`config.mk`:
```
export PLATFORM = sky130hd
export DESIGN_NAME = ic_regfront
export DESIGN_NICKNAME = d
export VERILOG_FILES = /design/src/rtl/ic_pkg.sv /design/src/rtl/ic_decode.sv /design/src/rtl/ic_regs.sv /design/src/rtl/ic_ipi_port.sv /design/src/rtl/ic_regfront.sv
export SDC_FILE = /design/constraint.sdc
export NUM_CORES = 1
export LEC_CHECK = 0
export BUFFER_PORTS_ARGS = -buffer_cell sky130_fd_sc_hd__buf_2
export CAP_MARGIN = 20
export CORE_ASPECT_RATIO = 0.75
export CORE_UTILIZATION = 35
export CTS_CLUSTER_DIAMETER = 50
export DETAILED_ROUTE_END_ITERATION = 8
export GPL_ROUTABILITY_DRIVEN = 0
export GPL_TIMING_DRIVEN = 0
export PLACE_DENSITY = 0.6
export SYNTH_ARGS = -nofsm -noshare
export SYNTH_HDL_FRONTEND = slang
export SYNTH_SLANG_ARGS = --single-unit
export TNS_END_PERCENT = 5
```
`constraint.sdc`:
```
create_clock -name clk -period 3.6 [get_ports clk]
set_input_delay 0.54 -clock clk [delete_from_list [all_inputs] [get_ports clk]]
set_output_delay 0.54 -clock clk [all_outputs]
set_load 0.02 [all_outputs]
```
`src/rtl/ic_pkg.sv`:
```
package ic_pkg;

   localparam logic [7:0] IX_ID     = 8'h02;
   localparam logic [7:0] IX_LOGID  = 8'h0D;
   localparam logic [7:0] IX_FMT    = 8'h0E;
   localparam logic [7:0] IX_ERR    = 8'h28;
   localparam logic [7:0] IX_CMD    = 8'h30;
   localparam logic [7:0] IX_CMD_HI = 8'h31;
   localparam logic [7:0] IX_SELF   = 8'h3F;

   typedef enum logic [2:0] {
      K_UNDEF,
      K_ID,
      K_LOGID,
      K_FMT,
      K_ERR,
      K_CMD,
      K_CMD_HI,
      K_SELF
   } reg_kind_e;

   typedef struct packed {
      logic [31:0] dest;
      logic        logical;
      logic [2:0]  delivery;
      logic [7:0]  vector;
      logic        level;
      logic [1:0]  shorthand;
   } ipi_req_t;

endpackage

```
`src/rtl/ic_decode.sv`:
```
module ic_decode
   import ic_pkg::*;
#(
   parameter int ADDR_W = 12
) (
   input  logic              acc_valid,
   input  logic              acc_we,
   input  logic [ADDR_W-1:0] acc_addr,
   input  logic [3:0]        acc_size,
   input  logic              ext_mode,
   input  logic              ipi_busy,
   output reg_kind_e         kind,
   output logic              narrow,
   output logic              rd_en,
   output logic              wr_en,
   output logic              issue,
   output logic              undef_wr,
   output logic              mode_fault,
   output logic              busy_fault
);

   logic [7:0] idx;
   logic       hi_zero;
   logic       live;
   logic       restricted;
   logic       is_ipi;
   logic       unused_low;

   assign idx        = acc_addr[11:4];
   assign unused_low = ^acc_addr[3:0];

   generate
      if (ADDR_W > 12) begin : g_hi
         assign hi_zero = (acc_addr[ADDR_W-1:12] == '0);
      end else begin : g_nohi
         assign hi_zero = 1'b1;
      end
   endgenerate

   always_comb begin
      kind = K_UNDEF;
      if (hi_zero) begin
         case (idx)
            IX_ID:     kind = K_ID;
            IX_LOGID:  kind = K_LOGID;
            IX_FMT:    kind = K_FMT;
            IX_ERR:    kind = K_ERR;
            IX_CMD:    kind = K_CMD;
            IX_CMD_HI: kind = K_CMD_HI;
            IX_SELF:   kind = K_SELF;
            default:   kind = K_UNDEF;
         endcase
      end
   end

   assign narrow = !ext_mode && (acc_size < 4'd4);
   assign live   = acc_valid && !narrow;

   always_comb begin
      restricted = 1'b0;
      if (ext_mode) begin
         if (acc_we)
            restricted = (kind == K_ID) || (kind == K_LOGID) ||
                         (kind == K_FMT) || (kind == K_CMD_HI);
         else
            restricted = (kind == K_FMT);
      end
   end

   assign is_ipi     = acc_we && ((kind == K_CMD) || (kind == K_SELF));
   assign mode_fault = live && restricted;
   assign busy_fault = live && is_ipi && ipi_busy;
   assign issue      = live && is_ipi && !ipi_busy;
   assign wr_en      = live && acc_we && !restricted && !busy_fault && (kind != K_UNDEF);
   assign undef_wr   = live && acc_we && (kind == K_UNDEF);
   assign rd_en      = acc_valid && !acc_we;

endmodule

```
`src/rtl/ic_regs.sv`:
```
module ic_regs
   import ic_pkg::*;
#(
   parameter int MEMBER_LOG = 4,
   parameter int ERR_BIT    = 7
) (
   input  logic        clk,
   input  logic        rst_n,
   input  logic        ext_mode,
   input  logic [31:0] strap_id,
   input  reg_kind_e   kind,
   input  logic        wr_en,
   input  logic        undef_wr,
   input  logic        rd_en,
   input  logic        rd_zero,
   input  logic [63:0] wdata,
   output logic [31:0] cmd_hi,
   output logic        rd_valid,
   output logic [63:0] rd_data
);

   localparam int MEMBER_W = 1 << MEMBER_LOG;
   localparam int CL_W     = 32 - MEMBER_W;

   generate
      if (MEMBER_LOG < 1 || MEMBER_LOG > 4) begin : g_bad_member
         $fatal(1, "MEMBER_LOG must be in 1..4");
      end
      if (ERR_BIT < 0 || ERR_BIT > 31) begin : g_bad_err
         $fatal(1, "ERR_BIT must be in 0..31");
      end
   endgenerate

   logic [7:0]  id_q;
   logic [7:0]  logid_q;
   logic [3:0]  fmt_q;
   logic [31:0] cmd_lo_q;
   logic [31:0] cmd_hi_q;
   logic [31:0] err_q;
   logic [31:0] ext_logid;
   logic [MEMBER_W-1:0] member;
   logic [63:0] rd_val;

   assign member    = MEMBER_W'(1) << strap_id[MEMBER_LOG-1:0];
   assign ext_logid = {strap_id[CL_W+MEMBER_LOG-1:MEMBER_LOG], member};
   assign cmd_hi    = cmd_hi_q;

   always_comb begin
      case (kind)
         K_ID:     rd_val = ext_mode ? {32'b0, strap_id} : {32'b0, id_q, 24'b0};
         K_LOGID:  rd_val = ext_mode ? {32'b0, ext_logid} : {32'b0, logid_q, 24'b0};
         K_FMT:    rd_val = {32'b0, fmt_q, 28'hFFF_FFFF};
         K_ERR:    rd_val = {32'b0, err_q};
         K_CMD:    rd_val = ext_mode ? {cmd_hi_q, cmd_lo_q} : {32'b0, cmd_lo_q};
         K_CMD_HI: rd_val = {32'b0, cmd_hi_q};
         default:  rd_val = '0;
      endcase
   end

   always_ff @(posedge clk) begin
      if (!rst_n) begin
         id_q     <= strap_id[7:0];
         logid_q  <= '0;
         fmt_q    <= 4'hF;
         cmd_lo_q <= '0;
         cmd_hi_q <= '0;
         err_q    <= '0;
         rd_valid <= 1'b0;
         rd_data  <= '0;
      end else begin
         if (wr_en) begin
            case (kind)
               K_ID:    id_q    <= wdata[31:24];
               K_LOGID: logid_q <= wdata[31:24];
               K_FMT:   fmt_q   <= wdata[31:28];
               K_CMD: begin
                  cmd_lo_q <= wdata[31:0];
                  if (ext_mode) cmd_hi_q <= wdata[63:32];
               end
               K_CMD_HI: cmd_hi_q <= wdata[31:0];
               default: ;
            endcase
         end
         if (undef_wr) err_q[ERR_BIT] <= 1'b1;
         rd_valid <= rd_en;
         rd_data  <= (rd_en && !rd_zero) ? rd_val : '0;
      end
   end

   // the illegal-index bit is sticky until reset
   p_err_sticky_r8: assert property (@(posedge clk) disable iff (!rst_n)
      err_q[ERR_BIT] |=> err_q[ERR_BIT]);

   // a restricted extended-mode write never reaches the ID or format storage
   p_ext_no_id_write_r3: assert property (@(posedge clk) disable iff (!rst_n)
      (ext_mode && !wr_en) |=> $stable(id_q) && $stable(fmt_q) && $stable(logid_q));

endmodule

```
`src/rtl/ic_ipi_port.sv`:
```
module ic_ipi_port
   import ic_pkg::*;
(
   input  logic        clk,
   input  logic        rst_n,
   input  logic        issue,
   input  reg_kind_e   kind,
   input  logic        ext_mode,
   input  logic [63:0] wdata,
   input  logic [31:0] cmd_hi,
   input  logic        ready,
   output logic        valid,
   output logic        busy,
   output ipi_req_t    req
);

   ipi_req_t nreq;
   logic     unused_bits;

   assign unused_bits = ^{wdata[14:12], wdata[17:16], wdata[31:20], cmd_hi[23:0]};

   always_comb begin
      nreq = '0;
      if (kind == K_SELF) begin
         nreq.vector    = wdata[7:0];
         nreq.shorthand = 2'd1;
      end else begin
         nreq.vector    = wdata[7:0];
         nreq.delivery  = wdata[10:8];
         nreq.logical   = wdata[11];
         nreq.level     = wdata[15];
         nreq.shorthand = wdata[19:18];
         nreq.dest      = ext_mode ? wdata[63:32] : {24'b0, cmd_hi[31:24]};
      end
   end

   assign busy = valid && !ready;

   always_ff @(posedge clk) begin
      if (!rst_n) begin
         valid <= 1'b0;
         req   <= '0;
      end else if (issue) begin
         valid <= 1'b1;
         req   <= nreq;
      end else if (valid && ready) begin
         valid <= 1'b0;
      end
   end

   // a pending request holds its fields until taken
   p_hold_r11: assert property (@(posedge clk) disable iff (!rst_n)
      (valid && !ready) |=> (valid && $stable(req)));

   // a legacy command request carries only an 8-bit destination
   p_legacy_dest_r1: assert property (@(posedge clk) disable iff (!rst_n)
      (issue && !ext_mode && kind == K_CMD) |=> (req.dest[31:8] == 24'b0));

   // self requests are fixed, edge, shorthand 1
   p_self_fmt_r7: assert property (@(posedge clk) disable iff (!rst_n)
      (issue && kind == K_SELF) |=> (req.shorthand == 2'd1 && req.delivery == 3'd0 && !req.level));

endmodule

```
`src/rtl/ic_regfront.sv`:
```
module ic_regfront
   import ic_pkg::*;
#(
   parameter int ADDR_W     = 12,
   parameter int MEMBER_LOG = 4,
   parameter int ERR_BIT    = 7
) (
   input  logic              clk,
   input  logic              rst_n,
   input  logic              ext_mode,
   input  logic [31:0]       strap_id,
   input  logic              acc_valid,
   input  logic              acc_we,
   input  logic [ADDR_W-1:0] acc_addr,
   input  logic [3:0]        acc_size,
   input  logic [63:0]       acc_wdata,
   output logic              rd_valid,
   output logic [63:0]       rd_data,
   output logic              fault,
   output logic              ipi_valid,
   input  logic              ipi_ready,
   output logic [31:0]       ipi_dest,
   output logic              ipi_logical,
   output logic [2:0]        ipi_delivery,
   output logic [7:0]        ipi_vector,
   output logic              ipi_level,
   output logic [1:0]        ipi_shorthand
);

   generate
      if (ADDR_W < 12) begin : g_bad_addr
         $fatal(1, "ADDR_W must be at least 12");
      end
   endgenerate

   reg_kind_e   kind;
   logic        narrow, rd_en, wr_en, issue, undef_wr, mode_fault, busy_fault;
   logic        busy;
   logic [31:0] cmd_hi;
   ipi_req_t    req;

   ic_decode #(.ADDR_W(ADDR_W)) u_dec (
      .acc_valid  (acc_valid),
      .acc_we     (acc_we),
      .acc_addr   (acc_addr),
      .acc_size   (acc_size),
      .ext_mode   (ext_mode),
      .ipi_busy   (busy),
      .kind       (kind),
      .narrow     (narrow),
      .rd_en      (rd_en),
      .wr_en      (wr_en),
      .issue      (issue),
      .undef_wr   (undef_wr),
      .mode_fault (mode_fault),
      .busy_fault (busy_fault)
   );

   ic_regs #(.MEMBER_LOG(MEMBER_LOG), .ERR_BIT(ERR_BIT)) u_regs (
      .clk      (clk),
      .rst_n    (rst_n),
      .ext_mode (ext_mode),
      .strap_id (strap_id),
      .kind     (kind),
      .wr_en    (wr_en),
      .undef_wr (undef_wr),
      .rd_en    (rd_en),
      .rd_zero  (narrow || mode_fault),
      .wdata    (acc_wdata),
      .cmd_hi   (cmd_hi),
      .rd_valid (rd_valid),
      .rd_data  (rd_data)
   );

   ic_ipi_port u_port (
      .clk      (clk),
      .rst_n    (rst_n),
      .issue    (issue),
      .kind     (kind),
      .ext_mode (ext_mode),
      .wdata    (acc_wdata),
      .cmd_hi   (cmd_hi),
      .ready    (ipi_ready),
      .valid    (ipi_valid),
      .busy     (busy),
      .req      (req)
   );

   always_ff @(posedge clk) begin
      if (!rst_n) fault <= 1'b0;
      else        fault <= mode_fault || busy_fault;
   end

   assign ipi_dest      = req.dest;
   assign ipi_logical   = req.logical;
   assign ipi_delivery  = req.delivery;
   assign ipi_vector    = req.vector;
   assign ipi_level     = req.level;
   assign ipi_shorthand = req.shorthand;

   // a fault only follows an access
   p_fault_after_access_r10: assert property (@(posedge clk) disable iff (!rst_n)
      fault |-> $past(acc_valid));

   // a faulting access never starts a request
   p_fault_no_ipi_r3: assert property (@(posedge clk) disable iff (!rst_n)
      fault |-> !$rose(ipi_valid));

   // a refused write leaves a pending request in place
   p_busy_keeps_r12: assert property (@(posedge clk) disable iff (!rst_n)
      (ipi_valid && !ipi_ready && acc_valid) |=> ipi_valid);

endmodule

```
==> results of run 1 <==
worst max path at each step:
stage / start / to / depth (start not counted)
after floorplan: acc_addr[6] / u_regs.id_q[0] / 7
after CTS: acc_addr[5] / u_regs.id_q[2] / 7
final: acc_addr[9] / u_regs.id_q[2] / 7
after global routing: acc_addr[6] / u_port.req[17] / 8
after global placement: acc_addr[9] / u_regs.id_q[1] / 6
after detailed placement: acc_addr[9] / u_regs.id_q[0] / 7
area by class of cell:
type,instances,area [um2]
clock inverter,14,174
fill,2412,13400
tap,331,414
clock buffer,18,429
timing repair buffer,222,1110
inverter,10,37.5
sequential,199,4060
buffer,87,397
multi-input combinational,618,4270
power breakdown:
part | leakage, nW | switching, mW | internal (mW)
Combinational | 2.47 | 0.198 | 0.109
Clock | 0.279 | 0.909 | 1.10
Sequential | 1.62 | 0.00361 | 2.23
worst register-to-register path, cell delays in order (launching register included):
cell and delay [ns]:
dfxtp_1 0.34, nor2b_1 0.21, a211oi_2 0.74, buf_2 0.37
nand3_1 0.12, a21boi_1 0.16
stage by stage:
stage	hold slack, ns	utilization, %	area [um2]
finish	0.345	44.9	10900
global route	0.344	44.9	10900
CTS	0.339	44.9	10900
detailed placement	0.440	42.4	10300
global placement	0.439	42.3	10300
floorplan	0.432	-	8770
metal layers:
layer,track usage [%],vias up,wire (um)
met2,36.5,418,13900
met4,7.31,4,578
met1,36.4,3961,15200
met3,8.51,40,3400
met5,0,-,16
li1,-,3876,-
logic make-up (layout without fill, tap and decap cells):
| logic type | Yosys count | in the layout | share of synthesized area, % |
|---|---|---|---|
| AOI/OAI and AO/OA | 298 | 298 | 26.5 |
| and+or+nand+nor | 280 | 280 | 17.4 |
| DFF | 199 | 199 | 46.4 |
| buffers and inverters | 97 | 351 | 4.95 |
| muxes | 40 | 40 | 4.80 |
state kept, by name, summed over array words and instances, names as in the netlist:
signal / count
u_regs.err_q: 1
u_regs.fmt_q: 4
u_regs.cmd_hi: 32
u_regs.cmd_lo_q: 32
u_regs.id_q: 8
u_port.valid: 1
u_regs.logid_q: 8
u_regs.rd_data: 64
fault: 1
u_port.req: 47
u_regs.rd_valid: 1
synthesized netlist by cell type (4+ instances only):
cell      number
nand2_1       70
edfxtp_1       8
a221o_1        7
nor2_1        13
a21oi_1       22
nand3_1       60
inv_1          9
o221a_2       23
o21ai_0       50
dfxtp_1      191
a211oi_1      12
o21a_1        27
mux2_2        16
buf_4          6
a21boi_1      18
a22oi_1        8
clkbuf_1      58
a221oi_1      11
and2_1        59
o22ai_1        8
o22a_1        32
a32o_1         4
a21boi_0      36
o221ai_1      12
mux2i_1       24
buf_2         16
and3_1        27
nor3_1        30
o221a_1        9
cells in the final DEF, fill, tap and decap left out, types with 27 or more instances in the layout:
cell / instances
a21boi_0: 36
buf_2: 237
nor3_1: 30
and3_1: 27
o21a_1: 27
o22a_1: 32
dfxtp_1: 191
nand2_1: 70
nand3_1: 60
and2_1: 59
clkbuf_1: 59
o21ai_0: 50
==> impl_metrics.yaml, run 1 <==
detailed_routing:
  drt-total-wl_mm: 33.1
  dr_total_vias: 8299
  drt-pass1-iter-count: 6
  avgRoutedWirePerCell_um: 22.1
  ant_nets: 0
  drcViolationCount: 0
  drtIter0Drc: 786
  vias_per_cell: 5.54
worst_setup_path:
  r2r_slack_ns: 1.60
  r2r_start: "u_port.valid"
  crit_arrival_ns: 2.90
  reg2reg_depth: 5
  crit_path_cell_trace: "buf_2 > nor3_2 > nand3_1 > clkbuf_1 > buf_1 > o31ai_1 > buf_2"
  max_stage_delay_ns: 0.76
  crit_top_cell: "buf_2"
  critPathCaptureType: "register"
  start_kind: "input port"
  critPathBufInv: 4
  critical-path-top-delay-family: "buffers and inverters"
  path_max_fanout: 10
  worstSetupPathType: "in -> reg"
  slowest_stage: "o31ai_1"
  crit_required_ns: 3.74
  crit-reg2reg-capture: "u_port.req[22]"
clock_tree:
  clockBufferDepth: 2
  clk_pin_slew_ns: 0.07
  ctsHoldBuffers: 0
  clk_latency_ns: 0.44
  cts_tree: "done"
  numCtsBuffers: 17
  cts.htree.levels: 4
  cts_resized: 0
  post_cts.repair.setup_buffers: 0
  root_buffer: "clkbuf_16"
  clock-sinks: 199
synth:
  synth_top_area_cell: "dfxtp_1"
  yosys_warnings: 0
  netlist.area_leader.share_pct: 43.6
  ys_ff_latch: 199
  syn_area_per_cell_um2: 9.59
  ys.flop_type: "dfxtp_1"
  synth_nets: 1032
  ys_seq_area_share_pct: 46.4
  synth_edf_count: 8
  yosys.cell_types.count: 63
  netlist_area_mm2: 0.00877
  synth_cells: 914
  ys_top_cells_by_area: "dfxtp_1 44%, and2_1 4.2%, nand3_1 3.4%, o22a_1 3.2%, a21boi_0 3.1%"
  async_flop_share_pct: 0
global_routing:
  grt_usage_pct: 25.6
  overflow: 0
  grt_pass1_wl_mm: 48.5
  grt_pass1_vias: 7880
  grt_max_degree: 18
  antenna_found_initial: 4
sta:
  max_slew.worst_pin.slew_ns: 1.03
  finalSetupTns_ns: 0
  finalClockSkew_ns: 0.00900
  setup_ws_ns: 0.836
  finalCriticalPeriod_ns: 2.76
  setup_violations: 0
  hold_viol_final: 0
  period_share_pct: 76.8
  max-slew-margin-rel_pct: 31.2
  rsz0062_at_grt: "false"
  slew_violations: 0
  fmax_mhz: 362
floorplanning:
  die-width_um: 185
  top_level_ports: 232
  placementRows: 49
  core_mm2: 0.0243
  die_area_mm2: 0.0257
  die_h_um: 139
  start_util_pct: 36.1
power:
  power_mw: 4.55
  vdd_drop_max_mv: 0.332
  leakage_nw: 4.36
  powerDensity_mw_per_mm2: 417
flow_run:
  drv_cap: 0
worst_hold_path:
  hold_end: "u_regs.rd_data[21]"
  hold_path_class: "in -> reg"
  hold_start: "strap_id[21]"
  whs_path_depth: 3
place:
  dp_hpwl_mm: 25.8
  io_buffers: 220
  dp_cells: 1467
  dpl_worst_slack_ns: 0.510
layout:
  diodes: 0
  final_cells: 1499
  drive_above_1_share_pct: 28.4
  area_growth_pct: 24.3
  fin_nets: 1273
status:
  status: "completed"
Power figures use the tool's default switching activity.
==> run 2, diff against run 1 <==
--- a/config.mk
+++ b/config.mk
@@ -13,7 +13,7 @@
 export DETAILED_ROUTE_END_ITERATION = 8
 export GPL_ROUTABILITY_DRIVEN = 0
 export GPL_TIMING_DRIVEN = 0
-export PLACE_DENSITY = 0.6
+export PLACE_DENSITY = 0.62
 export SYNTH_ARGS = -nofsm -noshare
 export SYNTH_HDL_FRONTEND = slang
 export SYNTH_SLANG_ARGS = --single-unit
==> constraint.sdc (replaced) <==
create_clock -name clk -period 2.4 [get_ports clk]
set_input_delay 0.36 -clock clk [delete_from_list [all_inputs] [get_ports clk]]
set_output_delay 0.36 -clock clk [all_outputs]
set_load 0.02 [all_outputs]
==> run 2 against run 1 <==
First-iteration DRC count is 1.4% higher. Sequential share of layout area is 0.10 points lower. Wire length is 0.13% lower. Final area rose by 0.28%. Setup slack lost 0.76 ns. Combinational power is 51% higher. Clock-buffer cell count did not move. Total power grew 47%. Die area did not move. Sequential power increased by 50%. Non-clock buffer count is 1 lower. Core utilization increased by 0.12 points.
==> impl_metrics.yaml, run 2 (synthesized netlist as in run 1, its figures left out) <==
status:
  status: "completed"
detailed_routing:
  avgRoutedWirePerCell_um: 22.1
  dr_total_vias: 8327
  drt-total-wl_mm: 33.1
  ant_nets: 0
  drt-pass1-iter-count: 5
  vias_per_cell: 5.55
  drtIter0Drc: 797
  drcViolationCount: 0
clock_tree:
  cts_tree: "done"
  numCtsBuffers: 17
  clock-sinks: 199
  clk_latency_ns: 0.46
  root_buffer: "clkbuf_16"
  ctsHoldBuffers: 0
  cts.htree.levels: 4
  clk_pin_slew_ns: 0.09
  clockBufferDepth: 2
global_routing:
  gr-usage-met3_pct: 8.90
  grt_pass1_wl_mm: 48.4
  overflow: 0
  gr-usage-met2_pct: 37.6
  antenna_found_initial: 3
  grt_busiest_layer: "met2"
  grt_max_degree: 21
  use_met1_pct: 34.9
  grt_usage_pct: 25.6
  grt_pass1_vias: 8127
worst_setup_path:
  crit_top_cell: "buf_2"
  crit_required_ns: 2.79
  worstSetupPathType: "in -> reg"
  crit_arrival_ns: 2.72
  crit_path_cell_trace: "buf_2 > buf_4 > nor4b_4 > o2111ai_2 > nand4_1 > buf_2 > o221a_2"
  path_max_fanout: 10
  start_kind: "input port"
  max_stage_delay_ns: 0.64
  slowest_stage: "nor4b_4"
  critPathCaptureType: "register"
power:
  vdd_drop_max_mv: 0.516
  leakage_nw: 4.38
  powerDensity_mw_per_mm2: 613
  power_mw: 6.70
layout:
  area_growth_pct: 24.6
  final_common_cell: "buf_2"
  fin_nets: 1272
  largest-register: "u_regs.rd_data"
  drive_above_1_share_pct: 28.9
  fillCellCount: 2420
  post-route-util_pct: 45.0
  final_cells: 1500
  post-route-cell-area_mm2: 0.0109
  final_cell_mix: "237 x buf_2, 191 x dfxtp_1, 70 x nand2_1"
  largest_register_ffs: 64
  reg.largest.list: "u_regs.rd_data (64), u_port.req (47)"
sta:
  period_share_pct: 96.8
  finalCriticalPeriod_ns: 2.32
  hold_viol_final: 0
  whs_ns: 0.139
  setup_violations: 0
  finalClockSkew_ns: 0.0164
  fmax_mhz: 430
  max_slew.worst_pin.slew_ns: 1.01
  setup_ws_ns: 0.0765
  slew_violations: 0
  max-slew-margin-rel_pct: 32.5
  finalSetupTns_ns: 0
  rsz0062_at_grt: "false"
floorplanning:
  placementRows: 49
  die-width_um: 185
  die_area_mm2: 0.0257
  core_mm2: 0.0243
  die_h_um: 139
  start_util_pct: 36.1
  top_level_ports: 232
place:
  dp_hpwl_mm: 25.5
  io_buffers: 220
  dp_cells: 1466
  placed_cell_area_mm2: 0.0103
  dpl_worst_slack_ns: -0.764
flow_run:
  drv_cap: 0
worst_hold_path:
  hold_path_class: "in -> reg"
run 2: cell count changes in the layout (fill, tap and decap cells not counted), moves of 2 or more:
cell,before,now
inv_6,2,5
bufinv_16,3,0
clkinvlp_4,5,1
diode_2,0,2
clkinv_8,0,3
run 2: critical path, delay by kind of cell:
kind / cells / cell delay [ns]
buffers and inverters: 3 / 0.70
AO/OA/AOI/OAI: 2 / 0.57
AND/OR/NAND/NOR: 2 / 1.07
run 2: metal layers:
metal | up-vias | routed length [um]
met1 | 3951 | 14400
met3 | 45 | 4050
met4 | 2 | 584
li1 | 3888 | -
met5 | - | 13
met2 | 441 | 14100
run 2: worst paths after layout:
check	startpoint	endpoint	slack (ns)	cells after the start
hold reg to reg	u_port.req[7]	u_port.req[7]	0.45	2
setup reg to reg	u_port.valid	u_regs.cmd_hi[12]	0.38	5
setup / recovery	acc_addr[4]	u_regs.cmd_hi[12]	0.08	7
hold / removal	strap_id[22]	u_regs.rd_data[22]	0.14	3
run 2: repair_timing:
item | in CTS | in global routing
setup buffers | 0 | 0
pin swaps | 0 | 1
endpoints found under the setup margin | 30 | 75
endpoints found under the hold margin | 0 | 0
gates resized for setup | 1 | 9
run 2: power by group:
group / internal [mW] / leakage, nW / total, mW / switching, mW
clock network: 1.40 / 0.282 / 2.89 / 1.49
logic: 0.165 / 2.48 / 0.465 / 0.300
registers: 3.34 / 1.62 / 3.34 / 0.00558
total: 4.90 / 4.38 / 6.70 / 1.79
run 2: cell type report:
class | count | area [um2] | area share [%]
Antenna cell | 2 | 5.00 | 0.0458
Buffer | 87 | 398 | 3.64
Clock buffer | 18 | 429 | 3.93
Clock inverter | 14 | 156 | 1.43
Inverter | 10 | 37.5 | 0.344
Multi-Input combinational cell | 618 | 4320 | 39.5
Sequential cell | 199 | 4060 | 37.2
Tap cell | 331 | 414 | 3.79
Timing Repair Buffer | 221 | 1110 | 10.1
==> run 3, diff against run 2 <==
--- a/config.mk
+++ b/config.mk
@@ -13,7 +13,8 @@
 export DETAILED_ROUTE_END_ITERATION = 8
 export GPL_ROUTABILITY_DRIVEN = 0
 export GPL_TIMING_DRIVEN = 0
-export PLACE_DENSITY = 0.62
+export PLACE_DENSITY = 0.6
+export SETUP_SLACK_MARGIN = 0.5
 export SYNTH_ARGS = -nofsm -noshare
 export SYNTH_HDL_FRONTEND = slang
 export SYNTH_SLANG_ARGS = --single-unit
==> constraint.sdc (replaced) <==
create_clock -name clk -period 2.2 [get_ports clk]
set_input_delay 0.33 -clock clk [delete_from_list [all_inputs] [get_ports clk]]
set_output_delay 0.33 -clock clk [all_outputs]
set_load 0.02 [all_outputs]
==> run 3 against run 2 <==
Register-to-register slack better by 0.13 ns. First-iteration DRC count is 8.9% lower. Setup slack better by 0.33 ns. Final area is 7.4% higher. Critical path type unchanged. Total power is 12% higher. Clock skew is 0.0039 ns lower.
==> impl_metrics.yaml, run 3 (synthesized netlist as in run 1, its figures left out) <==
detailed_routing:
  drt-total-wl_mm: 34.5
  ant_nets: 0
  drt-pass1-iter-count: 5
  dr_total_vias: 8604
  drcViolationCount: 0
  vias_per_cell: 5.61
  drtIter0Drc: 726
  avgRoutedWirePerCell_um: 22.5
worst_setup_path:
  reg2reg_depth: 6
  critPathCaptureType: "register"
  crit_arrival_ns: 2.02
  crit-reg2reg-capture: "u_regs.cmd_hi[12]"
  crit_path_cell_trace: "clkbuf_2 > buf_2 > clkbuf_1 > o31ai_4 > buf_12"
  r2r_slack_ns: 0.51
  worstSetupPathType: "in -> reg"
  start_kind: "input port"
  crit_required_ns: 2.42
  max_stage_delay_ns: 0.69
  path_max_fanout: 10
  slowest_stage: "clkbuf_1"
  r2r_start: "u_port.valid"
place:
  io_buffers: 220
  dp_hpwl_mm: 25.8
  dpl_worst_slack_ns: -0.646
power:
  powerDensity_mw_per_mm2: 638
  p_int_mw: 5.43
  clkPwrFrac_pct: 43.4
  leakage_nw: 4.86
  vdd_drop_max_mv: 0.572
  power_mw: 7.49
  swShare_pct: 27.5
  p_comb_share_pct: 7.9
  switchingPower_mw: 2.06
  seqPwrFrac_pct: 48.7
status:
  status: "completed"
worst_hold_path:
  whs_path_depth: 3
  hold_start: "strap_id[23]"
  hold_end: "u_regs.rd_data[23]"
  hold_path_class: "in -> reg"
layout:
  fillCellCount: 2341
  drive_above_1_share_pct: 35.7
  fin_nets: 1306
  final_common_cell: "buf_2"
  reg.largest.list: "u_regs.rd_data (64), u_port.req (47)"
  largest_register_ffs: 64
  area_growth_pct: 33.9
  final_cell_mix: "226 x buf_2, 191 x dfxtp_1, 67 x nand2_1"
  largest-register: "u_regs.rd_data"
floorplanning:
  start_util_pct: 36.1
  die_area_mm2: 0.0257
  placementRows: 49
  die-width_um: 185
  top_level_ports: 232
  die_h_um: 139
  core_mm2: 0.0243
global_routing:
  grt_usage_pct: 26.1
  grt_max_degree: 22
  grt_pass1_vias: 8174
  grt_pass1_wl_mm: 49.6
  overflow: 0
  antenna_found_initial: 8
sta:
  hold_viol_final: 0
  max-slew-margin-rel_pct: 41.5
  setup_ws_ns: 0.406
  period_share_pct: 81.6
  slew_violations: 0
  rsz0062_at_grt: "true"
  fmax_mhz: 557
  finalCriticalPeriod_ns: 1.79
  finalClockSkew_ns: 0.0124
  max_slew.worst_pin.slew_ns: 0.877
  setup_violations: 0
clock_tree:
  clock-sinks: 199
  clockBufferDepth: 2
  root_buffer: "clkbuf_16"
  cts_tree: "done"
  clk_latency_ns: 0.46
  cts.htree.levels: 4
  clk_pin_slew_ns: 0.08
  numCtsBuffers: 17
flow_run:
  drv_cap: 0
## run 3: timing repair
item / 4_1_cts / 5_1_grt
endpoints found under the setup margin: 195 / 188
hold buffers: 0 / 0
pin swaps: 8 / 14
gates resized for setup: 35 / 113
buffers inserted: 17 / 15
cloned: 0 / 2
## run 3: how the worst max path moves through the flow
stage                                endpoint         start  slack [ns]
after detailed placement  u_regs.cmd_lo_q[19]  acc_addr[11]       -0.65
after floorplan             u_regs.cmd_hi[20]   acc_addr[6]        0.19
after global routing          u_regs.fmt_q[1]   acc_addr[4]        0.39
after global placement     u_regs.rd_data[57]         rst_n       -1.02
after CTS                  u_regs.rd_data[58]   acc_addr[7]        0.30
final                          u_regs.id_q[6]         rst_n        0.41
## run 3: through the flow
step                cells  hold slack (ns)  area [um2]  utilization (%)  TNS (ns)
floorplan             914            0.402        8830                -         0
global placement     1465            0.437       10300             42.6    -90.35
detailed placement   1466            0.443       10400             42.7    -80.10
CTS                  1515            0.106       11200             46.2         0
global route         1533            0.111       11700             48.3         0
finish               1533            0.111       11700             48.3         0
## run 3: power groups by stage
stage | clock, mW | sequential, mW | combinational (mW)
2_1_floorplan | 0 | 3.73 | 0.229
3_3_place_gp | 0 | 3.73 | 0.493
3_5_place_dp | 0 | 3.73 | 0.495
4_1_cts | 3.27 | 3.65 | 0.517
5_1_grt | 3.43 | 3.65 | 0.615
6_report | 3.25 | 3.65 | 0.590
## run 3: area by class of cell
cell class	count	area [um2]	area share (%)
Tap cell	331	414	3.53
Clock inverter	15	168	1.43
Timing Repair Buffer	255	1500	12.8
Antenna cell	1	2.50	0.0213
Clock buffer	17	425	3.63
Sequential cell	199	4060	34.6
Inverter	10	41.3	0.352
Multi-Input combinational cell	618	4590	39.1
Buffer	87	534	4.55
## run 3: critical path: cells and delay by family
family	cells	cell delay [ns]
compound gates	1	0.19
buf+inv	4	1.48
## run 3: metal layers
layer | track usage (%) | vias to the layer above | wire [um]
li1 | - | 3953 | -
met1 | 37.4 | 4176 | 15600
met2 | 38.0 | 409 | 14800
met3 | 6.88 | 60 | 3330
met4 | 7.96 | 6 | 694
met5 | 0 | - | 32
